**src/rtl/ddrmon_pkg.sv**
```systemverilog
package ddrmon_pkg;

    localparam int NUM_BANKS   = 4;
    localparam int BANK_W      = 2;
    localparam int HALF_W      = 3;   // burst length / 2, at most 4
    localparam int LOCK_CYCLES = 2;

    typedef enum logic [3:0] {
        CMD_NOP  = 4'd0,
        CMD_MRS  = 4'd1,
        CMD_EMRS = 4'd2,
        CMD_REF  = 4'd3,
        CMD_SREF = 4'd4,
        CMD_ACT  = 4'd5,
        CMD_RD   = 4'd6,
        CMD_RDA  = 4'd7,
        CMD_WR   = 4'd8,
        CMD_WRA  = 4'd9,
        CMD_BST  = 4'd10,
        CMD_PRE  = 4'd11,
        CMD_PREA = 4'd12,
        CMD_PDE  = 4'd13,
        CMD_CKEX = 4'd14,
        CMD_CKEL = 4'd15
    } cmd_e;

    typedef enum logic [2:0] {
        ERR_NONE     = 3'd0,
        ERR_LOCK     = 3'd1,
        ERR_NOT_IDLE = 3'd2,
        ERR_ACT_OPEN = 3'd3,
        ERR_CLOSED   = 3'd4,
        ERR_WAP_BUSY = 3'd5,
        ERR_TRP      = 3'd6,
        ERR_CKE_CMD  = 3'd7
    } err_e;

    typedef enum logic [2:0] {
        MODE_IDLE   = 3'd0,
        MODE_ACTIVE = 3'd1,
        MODE_SREF   = 3'd2,
        MODE_PD_ACT = 3'd3,
        MODE_PD_PRE = 3'd4
    } mode_e;

    typedef enum logic [1:0] {
        LP_NONE,
        LP_SREF,
        LP_PDA,
        LP_PDP
    } lp_e;

    typedef struct packed {
        cmd_e              cmd;
        logic              pins_nop;
        logic [BANK_W-1:0] bank;
    } dec_t;

    // Burst-length field to clock cycles per burst; 0 means "keep".
    function automatic logic [HALF_W-1:0] half_from_field(input logic [2:0] f);
        case (f)
            3'b001:  return 3'd1;
            3'b010:  return 3'd2;
            3'b011:  return 3'd4;
            default: return 3'd0;
        endcase
    endfunction

    function automatic logic needs_quiet(input cmd_e c);
        return !(c inside {CMD_NOP, CMD_PDE, CMD_CKEX, CMD_CKEL});
    endfunction

endpackage

```
**src/rtl/ddrmon_decode.sv**
```systemverilog
module ddrmon_decode
    import ddrmon_pkg::*;
(
    input  logic              prev_cke,
    input  logic              cke,
    input  logic              cs_n,
    input  logic              ras_n,
    input  logic              cas_n,
    input  logic              we_n,
    input  logic [BANK_W-1:0] ba,
    input  logic              ap,
    output dec_t              dec
);

    logic [2:0] strobes;
    logic       quiet;

    assign strobes = {ras_n, cas_n, we_n};
    assign quiet   = cs_n || (strobes == 3'b111);

    always_comb begin
        dec.bank     = ba;
        dec.pins_nop = quiet;
        dec.cmd      = CMD_NOP;
        case ({prev_cke, cke})
            2'b11: begin
                if (!quiet) begin
                    case (strobes)
                        3'b000:  dec.cmd = ba[0] ? CMD_EMRS : CMD_MRS;
                        3'b001:  dec.cmd = CMD_REF;
                        3'b011:  dec.cmd = CMD_ACT;
                        3'b101:  dec.cmd = ap ? CMD_RDA : CMD_RD;
                        3'b100:  dec.cmd = ap ? CMD_WRA : CMD_WR;
                        3'b110:  dec.cmd = CMD_BST;
                        3'b010:  dec.cmd = ap ? CMD_PREA : CMD_PRE;
                        default: dec.cmd = CMD_NOP;
                    endcase
                end
            end
            2'b10:   dec.cmd = (!cs_n && strobes == 3'b001) ? CMD_SREF : CMD_PDE;
            2'b01:   dec.cmd = CMD_CKEX;
            default: dec.cmd = CMD_CKEL;
        endcase
    end

endmodule

```
**src/rtl/ddrmon_bank.sv**
```systemverilog
module ddrmon_bank #(
    parameter int ROW_W = 13,
    parameter int T_RP  = 2
) (
    input  logic             clk,
    input  logic             rst,
    input  logic             act_i,
    input  logic [ROW_W-1:0] row_i,
    input  logic             close_i,
    input  logic             trp_start_i,
    output logic             open_o,
    output logic [ROW_W-1:0] row_o,
    output logic             trp_busy_o
);

    localparam int TRP_W = $clog2(T_RP + 1);

    logic             open_q;
    logic [ROW_W-1:0] row_q;
    logic [TRP_W-1:0] trp_q;

    always_ff @(posedge clk) begin
        if (rst) begin
            open_q <= 1'b0;
            row_q  <= '0;
            trp_q  <= '0;
        end else begin
            if (act_i) begin
                open_q <= 1'b1;
                row_q  <= row_i;
            end else if (close_i) begin
                open_q <= 1'b0;
            end
            if (trp_start_i)
                trp_q <= TRP_W'(T_RP);
            else if (trp_q != '0)
                trp_q <= trp_q - 1'b1;
        end
    end

    assign open_o     = open_q;
    assign row_o      = row_q;
    assign trp_busy_o = (trp_q != '0);

    a_r2_act_opens: assert property (@(posedge clk) disable iff (rst)
        act_i |=> (open_q && row_q == $past(row_i)));

    a_r9_trp_after_close: assert property (@(posedge clk) disable iff (rst)
        trp_start_i |=> (!open_q && trp_busy_o));

endmodule

```
**src/rtl/ddrmon_rules.sv**
```systemverilog
module ddrmon_rules
    import ddrmon_pkg::*;
(
    input  logic                 clk,
    input  logic                 rst,
    input  dec_t                 dec,
    input  logic [2:0]           bl_field,
    input  logic [NUM_BANKS-1:0] bank_open,
    input  logic [NUM_BANKS-1:0] trp_busy,
    output err_e                 err,
    output logic [NUM_BANKS-1:0] act_go,
    output logic [NUM_BANKS-1:0] close_go,
    output logic [NUM_BANKS-1:0] trp_go,
    output lp_e                  lp
);

    logic [1:0]        lock_q;
    logic [HALF_W-1:0] wap_q;
    logic [BANK_W-1:0] wap_bank_q;
    logic [HALF_W-1:0] half_q;
    lp_e               lp_q;

    logic any_open, wap_busy, sel_open, sel_trp, ok, wap_end;
    logic [HALF_W-1:0] new_half;

    assign any_open = |bank_open;
    assign wap_busy = (wap_q != '0);
    assign sel_open = bank_open[dec.bank];
    assign sel_trp  = trp_busy[dec.bank];
    assign new_half = half_from_field(bl_field);

    always_comb begin
        err = ERR_NONE;
        if (lock_q != '0 && needs_quiet(dec.cmd)) begin
            err = ERR_LOCK;
        end else begin
            case (dec.cmd)
                CMD_MRS, CMD_EMRS, CMD_REF, CMD_SREF:
                    if (any_open) err = ERR_NOT_IDLE;
                CMD_ACT:
                    if (sel_open)     err = ERR_ACT_OPEN;
                    else if (sel_trp) err = ERR_TRP;
                CMD_RD, CMD_RDA, CMD_WR, CMD_WRA:
                    if (wap_busy)      err = ERR_WAP_BUSY;
                    else if (!sel_open) err = ERR_CLOSED;
                CMD_PDE, CMD_CKEX:
                    if (!dec.pins_nop) err = ERR_CKE_CMD;
                default: err = ERR_NONE;
            endcase
        end
    end

    assign ok      = (err == ERR_NONE);
    assign wap_end = wap_busy && (wap_q == HALF_W'(1) || (dec.cmd == CMD_BST && ok));

    for (genvar g = 0; g < NUM_BANKS; g++) begin : g_bank_ctl
        logic hit;
        logic burst_hit;
        assign hit       = (dec.bank == BANK_W'(g));
        assign burst_hit = wap_end && (wap_bank_q == BANK_W'(g));
        assign act_go[g]   = ok && dec.cmd == CMD_ACT && hit;
        assign close_go[g] = burst_hit
                          || (ok && dec.cmd == CMD_PREA)
                          || (ok && hit && (dec.cmd == CMD_PRE || dec.cmd == CMD_RDA));
        assign trp_go[g]   = burst_hit;
    end

    always_ff @(posedge clk) begin
        if (rst) begin
            lock_q     <= '0;
            wap_q      <= '0;
            wap_bank_q <= '0;
            half_q     <= HALF_W'(2);
            lp_q       <= LP_NONE;
        end else begin
            if (ok && (dec.cmd == CMD_MRS || dec.cmd == CMD_EMRS))
                lock_q <= 2'(LOCK_CYCLES);
            else if (lock_q != '0)
                lock_q <= lock_q - 1'b1;

            if (wap_end) begin
                wap_q <= '0;
            end else if (ok && dec.cmd == CMD_WRA) begin
                wap_q      <= half_q;
                wap_bank_q <= dec.bank;
            end else if (wap_busy) begin
                wap_q <= wap_q - 1'b1;
            end

            if (ok && dec.cmd == CMD_MRS && new_half != '0)
                half_q <= new_half;

            case (dec.cmd)
                CMD_SREF: if (ok) lp_q <= LP_SREF;
                CMD_PDE:  lp_q <= any_open ? LP_PDA : LP_PDP;
                CMD_CKEX: lp_q <= LP_NONE;
                default:  lp_q <= lp_q;
            endcase
        end
    end

    assign lp = lp_q;

    a_r6_lock_armed: assert property (@(posedge clk) disable iff (rst)
        (ok && (dec.cmd == CMD_MRS || dec.cmd == CMD_EMRS)) |=> (lock_q == 2'd2));

    a_r12_sref_banks_idle: assert property (@(posedge clk) disable iff (rst)
        (lp_q == LP_SREF) |-> !any_open);

    a_r8_burst_bounded: assert property (@(posedge clk) disable iff (rst)
        wap_q <= HALF_W'(4));

    a_r8_burst_blocks_rw: assert property (@(posedge clk) disable iff (rst)
        (wap_busy && dec.cmd inside {CMD_RD, CMD_RDA, CMD_WR, CMD_WRA}) |-> (|act_go == 1'b0 && !ok));

    a_r4_flag_no_open: assert property (@(posedge clk) disable iff (rst)
        !ok |-> (act_go == '0));

endmodule

```
**src/rtl/ddrmon_top.sv**
```systemverilog
module ddrmon_top
    import ddrmon_pkg::*;
#(
    parameter int ADDR_W = 13,
    parameter int AP_BIT = 10,
    parameter int T_RP   = 2
) (
    input  logic                          clk,
    input  logic                          rst,
    input  logic                          cke,
    input  logic                          cs_n,
    input  logic                          ras_n,
    input  logic                          cas_n,
    input  logic                          we_n,
    input  logic [1:0]                    ba,
    input  logic [ADDR_W-1:0]             addr,
    output logic [3:0]                    cmd_code,
    output logic                          err_flag,
    output logic [2:0]                    err_code,
    output logic [2:0]                    dev_mode,
    output logic [3:0]                    bank_open,
    output logic [4*ADDR_W-1:0]           open_rows
);

    localparam int ROW_W = ADDR_W;

    logic                 prev_cke_q;
    dec_t                 dec;
    err_e                 err;
    lp_e                  lp;
    logic [NUM_BANKS-1:0] act_go, close_go, trp_go, trp_busy, open_v;
    cmd_e                 cmd_q;
    err_e                 err_q;

    ddrmon_decode u_decode (
        .prev_cke (prev_cke_q),
        .cke      (cke),
        .cs_n     (cs_n),
        .ras_n    (ras_n),
        .cas_n    (cas_n),
        .we_n     (we_n),
        .ba       (ba),
        .ap       (addr[AP_BIT]),
        .dec      (dec)
    );

    ddrmon_rules u_rules (
        .clk       (clk),
        .rst       (rst),
        .dec       (dec),
        .bl_field  (addr[2:0]),
        .bank_open (open_v),
        .trp_busy  (trp_busy),
        .err       (err),
        .act_go    (act_go),
        .close_go  (close_go),
        .trp_go    (trp_go),
        .lp        (lp)
    );

    for (genvar g = 0; g < NUM_BANKS; g++) begin : g_bank
        ddrmon_bank #(.ROW_W(ROW_W), .T_RP(T_RP)) u_bank (
            .clk         (clk),
            .rst         (rst),
            .act_i       (act_go[g]),
            .row_i       (addr),
            .close_i     (close_go[g]),
            .trp_start_i (trp_go[g]),
            .open_o      (open_v[g]),
            .row_o       (open_rows[g*ROW_W +: ROW_W]),
            .trp_busy_o  (trp_busy[g])
        );
    end

    always_ff @(posedge clk) begin
        if (rst) begin
            prev_cke_q <= 1'b1;
            cmd_q      <= CMD_NOP;
            err_q      <= ERR_NONE;
        end else begin
            prev_cke_q <= cke;
            cmd_q      <= dec.cmd;
            err_q      <= err;
        end
    end

    always_comb begin
        case (lp)
            LP_SREF: dev_mode = MODE_SREF;
            LP_PDA:  dev_mode = MODE_PD_ACT;
            LP_PDP:  dev_mode = MODE_PD_PRE;
            default: dev_mode = (|open_v) ? MODE_ACTIVE : MODE_IDLE;
        endcase
    end

    assign cmd_code  = cmd_q;
    assign err_code  = err_q;
    assign err_flag  = (err_q != ERR_NONE);
    assign bank_open = open_v;

    a_r4_error_pulse: assert property (@(posedge clk) disable iff (rst)
        (err != ERR_NONE) |=> (err_flag && err_code == $past(err)));

    a_r11_pd_from_cke_fall: assert property (@(posedge clk) disable iff (rst)
        (prev_cke_q && !cke && dec.cmd == CMD_PDE) |=>
            (dev_mode == MODE_PD_ACT || dev_mode == MODE_PD_PRE));

endmodule

```
**config.mk**
```make
export PLATFORM = sky130hd
export DESIGN_NAME = ddrmon_top
export DESIGN_NICKNAME = d
export VERILOG_FILES = /design/src/rtl/ddrmon_pkg.sv /design/src/rtl/ddrmon_decode.sv /design/src/rtl/ddrmon_bank.sv /design/src/rtl/ddrmon_rules.sv /design/src/rtl/ddrmon_top.sv
export SDC_FILE = /design/constraint.sdc
export NUM_CORES = 1
export LEC_CHECK = 0
export BUFFER_PORTS_ARGS = -buffer_cell sky130_fd_sc_hd__clkbuf_2
export CORE_AREA = 2 2 103 75
export CTS_BUF_LIST = sky130_fd_sc_hd__clkbuf_8
export DETAILED_ROUTE_END_ITERATION = 8
export DIE_AREA = 0 0 105 77
export GPL_TIMING_DRIVEN = 0
export HOLD_SLACK_MARGIN = 0.1
export PLACE_DENSITY = 0.94
export SLEW_MARGIN = 20
export SYNTH_ARGS = -nofsm -noshare
export SYNTH_HDL_FRONTEND = slang
export SYNTH_SLANG_ARGS = --single-unit
export TNS_END_PERCENT = 1
```
**constraint.sdc**
```tcl
create_clock -name clk -period 6.86 [get_ports clk]
set_input_delay 0.686 -clock clk [delete_from_list [all_inputs] [get_ports clk]]
set_output_delay 0.686 -clock clk [all_outputs]
set_load 0.02 [all_outputs]
```
==> impl_metrics.prom <==
# TYPE chip_impl_metric gauge
chip_impl_metric{name="global_route_wire_length_before_repair",unit="mm"} 18.9
chip_impl_metric{name="share_of_post_route_cells_with_drive_strength_above_1",unit=""} 0.258
chip_impl_metric{name="irDropWorstVdd",unit="mV"} 0.140
chip_impl_metric{name="post_cts.resized_instances",unit=""} 0
chip_impl_metric{name="min_delay_path_depth",unit=""} 1
chip_impl_metric{name="layout-area-overhead-vs-synth",unit="%"} 17.6
chip_impl_info{name="synth_top_family_by_area",value="simple AND/OR/NAND/NOR gates"} 1
chip_impl_metric{name="critical_path_arrival",unit="ns"} 3.55
chip_impl_metric{name="synth_xor_xnor_area_share",unit=""} 0.00417
chip_impl_metric{name="num_antenna_cells",unit=""} 0
chip_impl_metric{name="rd_place_congestion",unit=""} 0.987
chip_impl_metric{name="synth.cell_area",unit="um^2"} 4200
chip_impl_metric{name="static_power_due_to_leakage",unit="nW"} 2.28
chip_impl_info{name="cts_tree",value="built"} 1
chip_impl_metric{name="post_cts.repair.setup_buffers",unit=""} 0
chip_impl_info{name="unrepaired_setup_endpoints_after_global_routing",value="false"} 1
chip_impl_metric{name="syn-num-nets",unit=""} 488
chip_impl_metric{name="power.total",unit="mW"} 1.14
chip_impl_metric{name="post_synth_inst_count",unit=""} 456
chip_impl_metric{name="floorplan.initialDensity",unit=""} 0.592
chip_impl_metric{name="finalCritPeriodShare",unit=""} 0.475
chip_impl_metric{name="cts_hold_repair.buffers",unit=""} 0
chip_impl_info{name="outcome",value="finished clean"} 1
chip_impl_info{name="criticalPathCategory",value="in2reg"} 1
chip_impl_metric{name="timing.critical_path.required",unit="ns"} 7.16
chip_impl_metric{name="firstDrtPassIters",unit=""} 5
chip_impl_info{name="ys.flop_type",value="sky130_fd_sc_hd__dfxtp_1"} 1
chip_impl_metric{name="highest_achievable_clock_rate",unit="MHz"} 307
chip_impl_metric{name="grt_usage",unit=""} 0.291
chip_impl_metric{name="setup_viol_count_final",unit=""} 0
chip_impl_metric{name="worstPathMaxFanout",unit=""} 10
chip_impl_metric{name="setup-tns-final",unit="ns"} 0
chip_impl_metric{name="finalMaxSlewViolations",unit=""} 0
chip_impl_metric{name="number_of_flops_mapped_to_enable_cells_by_yosys",unit=""} 0
chip_impl_metric{name="placeableCoreArea",unit="um^2"} 7090
chip_impl_metric{name="port-buffer-count",unit=""} 87
chip_impl_info{name="cts.root.buffer_cell",value="sky130_fd_sc_hd__clkbuf_8"} 1
chip_impl_metric{name="maxCapViolations",unit=""} 0
chip_impl_metric{name="postSynthRegisterBits",unit=""} 84
chip_impl_metric{name="sinks_on_clock_net",unit=""} 84
chip_impl_metric{name="finalHoldViolations",unit=""} 0
chip_impl_metric{name="regToRegSetupSlack",unit="ns"} 3.64
chip_impl_metric{name="filler_cell_count",unit=""} 541
chip_impl_metric{name="worst-r2r-cell-count",unit=""} 13
chip_impl_metric{name="io_pins",unit=""} 89
chip_impl_metric{name="sequential_cell_area",unit="um^2"} 1680
chip_impl_metric{name="synth_sequential_area_ratio",unit=""} 0.400
chip_impl_metric{name="worstSkewPairLatency",unit="ns"} 0.37
chip_impl_metric{name="worst_setup_hold_path_clk_slew",unit="ns"} 0.09
chip_impl_metric{name="tmin_final",unit="ns"} 3.26
chip_impl_metric{name="multi_input_area",unit="um^2"} 2280
chip_impl_metric{name="avgRoutedWirePerCell",unit="um"} 17.4
chip_impl_metric{name="power-per-cell-area",unit="nW/um^2"} 231
chip_impl_metric{name="globalRoute.totalOverflow",unit=""} 0
chip_impl_metric{name="tightestPinTransition",unit="ns"} 1.01
chip_impl_metric{name="viasPerCell",unit=""} 6.03
chip_impl_metric{name="die_w",unit="um"} 105
chip_impl_metric{name="worst_slew_margin_rel",unit=""} 0.323
chip_impl_metric{name="num-nets-final",unit=""} 586
chip_impl_metric{name="numCtsBuffers",unit=""} 9
chip_impl_metric{name="skew",unit="ns"} 0.00582
chip_impl_info{name="hold_path.class",value="reg2reg"} 1
chip_impl_metric{name="antenna_violating_nets_post_route",unit=""} 0
chip_impl_metric{name="dp.final_hpwl",unit="mm"} 8.76
chip_impl_metric{name="post-route-drc-count",unit=""} 0
chip_impl_metric{name="syn_avg_cell_area",unit="um^2"} 9.21
chip_impl_metric{name="cts_htree_levels",unit=""} 3
chip_impl_metric{name="asyncSetResetFlopFracSynth",unit=""} 0
chip_impl_metric{name="dr.first_iter.drc_count",unit=""} 264
chip_impl_metric{name="route.final.wire_length",unit="mm"} 11.4
chip_impl_metric{name="compound_cell_area_share_of_the_yosys_netlist",unit=""} 0.141
chip_impl_metric{name="clock_tree.buffer_depth",unit=""} 2
chip_impl_metric{name="synth.area.mux_share",unit=""} 0.151
chip_impl_info{name="end_kind",value="flop"} 1
chip_impl_info{name="start_kind",value="input pin"} 1
chip_impl_metric{name="ys_warn_count",unit=""} 0
chip_impl_metric{name="pin_count_of_the_biggest_net_entering_global_routing",unit=""} 17
chip_impl_metric{name="synth_adder_area_share",unit=""} 0.0298
chip_impl_metric{name="dieArea",unit="um^2"} 8090
chip_impl_metric{name="chipHeight",unit="um"} 77
chip_impl_metric{name="via_count_of_the_first_global_routing_pass",unit=""} 3880
chip_impl_metric{name="synthDistinctLibCells",unit=""} 72
chip_impl_metric{name="initial_antenna_violation_count",unit=""} 0
chip_impl_metric{name="fp-row-count",unit=""} 26
chip_impl_metric{name="routed-via-count",unit=""} 3960
chip_impl_metric{name="post_synth_and_or_nand_nor_area_fraction",unit=""} 0.216
## sequential cells by signal, indices dropped and copies added (netlist names)
signal                cells
g_bank.u_bank.open_o      4
err_code                  3
g_bank.u_bank.row_o      52
cmd_code                  4
u_rules.wap_bank_q        2
u_rules.wap_q             3
u_rules.lp                2
g_bank.u_bank.trp_q       8
prev_cke_q                1
u_rules.half_q            3
u_rules.lock_q            2
## final cells by class
class	count	area share
Timing Repair Buffer	87	0.0881
Inverter	14	0.0106
Clock inverter	7	0.0119
Tap cell	98	0.0248
Clock buffer	9	0.0251
Multi-Input combinational cell	326	0.461
Sequential cell	84	0.340
Buffer	32	0.0380
## power breakdown
group | switching (mW) | internal (mW) | total (mW)
Clock | 0.197 | 0.138 | 0.335
Sequential | 0.0143 | 0.508 | 0.522
Combinational | 0.186 | 0.101 | 0.286
## cell usage after synthesis, types with 4 or more instances
cell type / number / area share
sky130_fd_sc_hd__nand2_1: 84 / 0.075
sky130_fd_sc_hd__o21ai_0: 5 / 0.0060
sky130_fd_sc_hd__nand4_1: 4 / 0.0060
sky130_fd_sc_hd__nor2b_1: 4 / 0.0060
sky130_fd_sc_hd__o21a_1: 6 / 0.011
sky130_fd_sc_hd__o22ai_1: 5 / 0.0074
sky130_fd_sc_hd__buf_4: 6 / 0.011
sky130_fd_sc_hd__mux2i_1: 61 / 0.15
sky130_fd_sc_hd__clkbuf_1: 14 / 0.013
sky130_fd_sc_hd__nor4b_1: 4 / 0.0083
sky130_fd_sc_hd__inv_1: 12 / 0.011
sky130_fd_sc_hd__ha_1: 10 / 0.030
sky130_fd_sc_hd__nor4_1: 8 / 0.012
sky130_fd_sc_hd__o211ai_1: 7 / 0.013
sky130_fd_sc_hd__a31oi_1: 7 / 0.010
sky130_fd_sc_hd__o21ai_1: 4 / 0.0048
sky130_fd_sc_hd__dfxtp_1: 84 / 0.40
sky130_fd_sc_hd__a21oi_1: 11 / 0.013
sky130_fd_sc_hd__buf_6: 5 / 0.013
sky130_fd_sc_hd__nor3_1: 4 / 0.0048
sky130_fd_sc_hd__nand2b_1: 4 / 0.0060
sky130_fd_sc_hd__nor2_1: 29 / 0.026
sky130_fd_sc_hd__and2_1: 4 / 0.0060
sky130_fd_sc_hd__buf_2: 6 / 0.0071
## through the flow
stage	cells	area [um^2]	util	setup slack (ns)	hold WS [ns]
floorplan	456	4200	-	3.88	0.411
detailed placement	641	4760	0.671	3.37	0.447
finish	657	4940	0.697	3.60	0.464
global placement	641	4760	0.671	3.49	0.419
global route	657	4940	0.697	3.41	0.479
CTS	657	4940	0.697	3.69	0.459
## cell usage in the layout, fill, tap and decap left out, types with 5 or more instances in the layout
cell type,instances
sky130_fd_sc_hd__o22ai_1,5
sky130_fd_sc_hd__ha_1,10
sky130_fd_sc_hd__mux2i_1,61
sky130_fd_sc_hd__clkbuf_1,14
sky130_fd_sc_hd__inv_1,12
sky130_fd_sc_hd__clkbuf_8,9
sky130_fd_sc_hd__buf_2,6
sky130_fd_sc_hd__buf_4,6
sky130_fd_sc_hd__clkbuf_2,87
sky130_fd_sc_hd__a31oi_1,7
sky130_fd_sc_hd__nor2_1,29
sky130_fd_sc_hd__dfxtp_1,84
sky130_fd_sc_hd__o21ai_0,5
sky130_fd_sc_hd__o211ai_1,7
sky130_fd_sc_hd__a21oi_1,11
sky130_fd_sc_hd__nor4_1,8
sky130_fd_sc_hd__buf_6,5
sky130_fd_sc_hd__nand2_1,84
sky130_fd_sc_hd__o21a_1,6
## kinds of logic (layout without fill, tap and decap cells)
group           after synthesis  count (layout)
xor+xnor                      2               2
compound gates               78              78
simple gates                174             174
mux                          62              62
flops                        84              84
fa+ha+maj                    10              10
buf+inv                      46             149
## per-layer routing
metal / track usage / wire [um]
met1: 0.385 / 4710
met2: 0.458 / 5320
met4: 0.0893 / 199
met5: 0 / 0
met3: 0.0867 / 1200
## worst max-delay path: stages
cell,delay (ns)
sky130_fd_sc_hd__clkbuf_2,0.15
sky130_fd_sc_hd__clkbuf_1,0.42
sky130_fd_sc_hd__nand2_1,0.20
sky130_fd_sc_hd__o311ai_0,0.78
sky130_fd_sc_hd__a2111oi_2,0.07
sky130_fd_sc_hd__o31ai_2,0.25
sky130_fd_sc_hd__a21o_1,0.15
sky130_fd_sc_hd__buf_4,0.18
sky130_fd_sc_hd__and4_4,0.26
sky130_fd_sc_hd__buf_6,0.18
sky130_fd_sc_hd__mux2i_1,0.21
## final timing paths
path / startpoint / endpoint
max: ba[0] / g_bank[0].u_bank.row_o[2]
min: g_bank[3].u_bank.trp_q[0] / g_bank[3].u_bank.trp_q[0]
max reg2reg: prev_cke_q / g_bank[3].u_bank.row_o[4]
min reg2reg: g_bank[3].u_bank.trp_q[0] / g_bank[3].u_bank.trp_q[0]
Power figures use the tool's default switching activity.
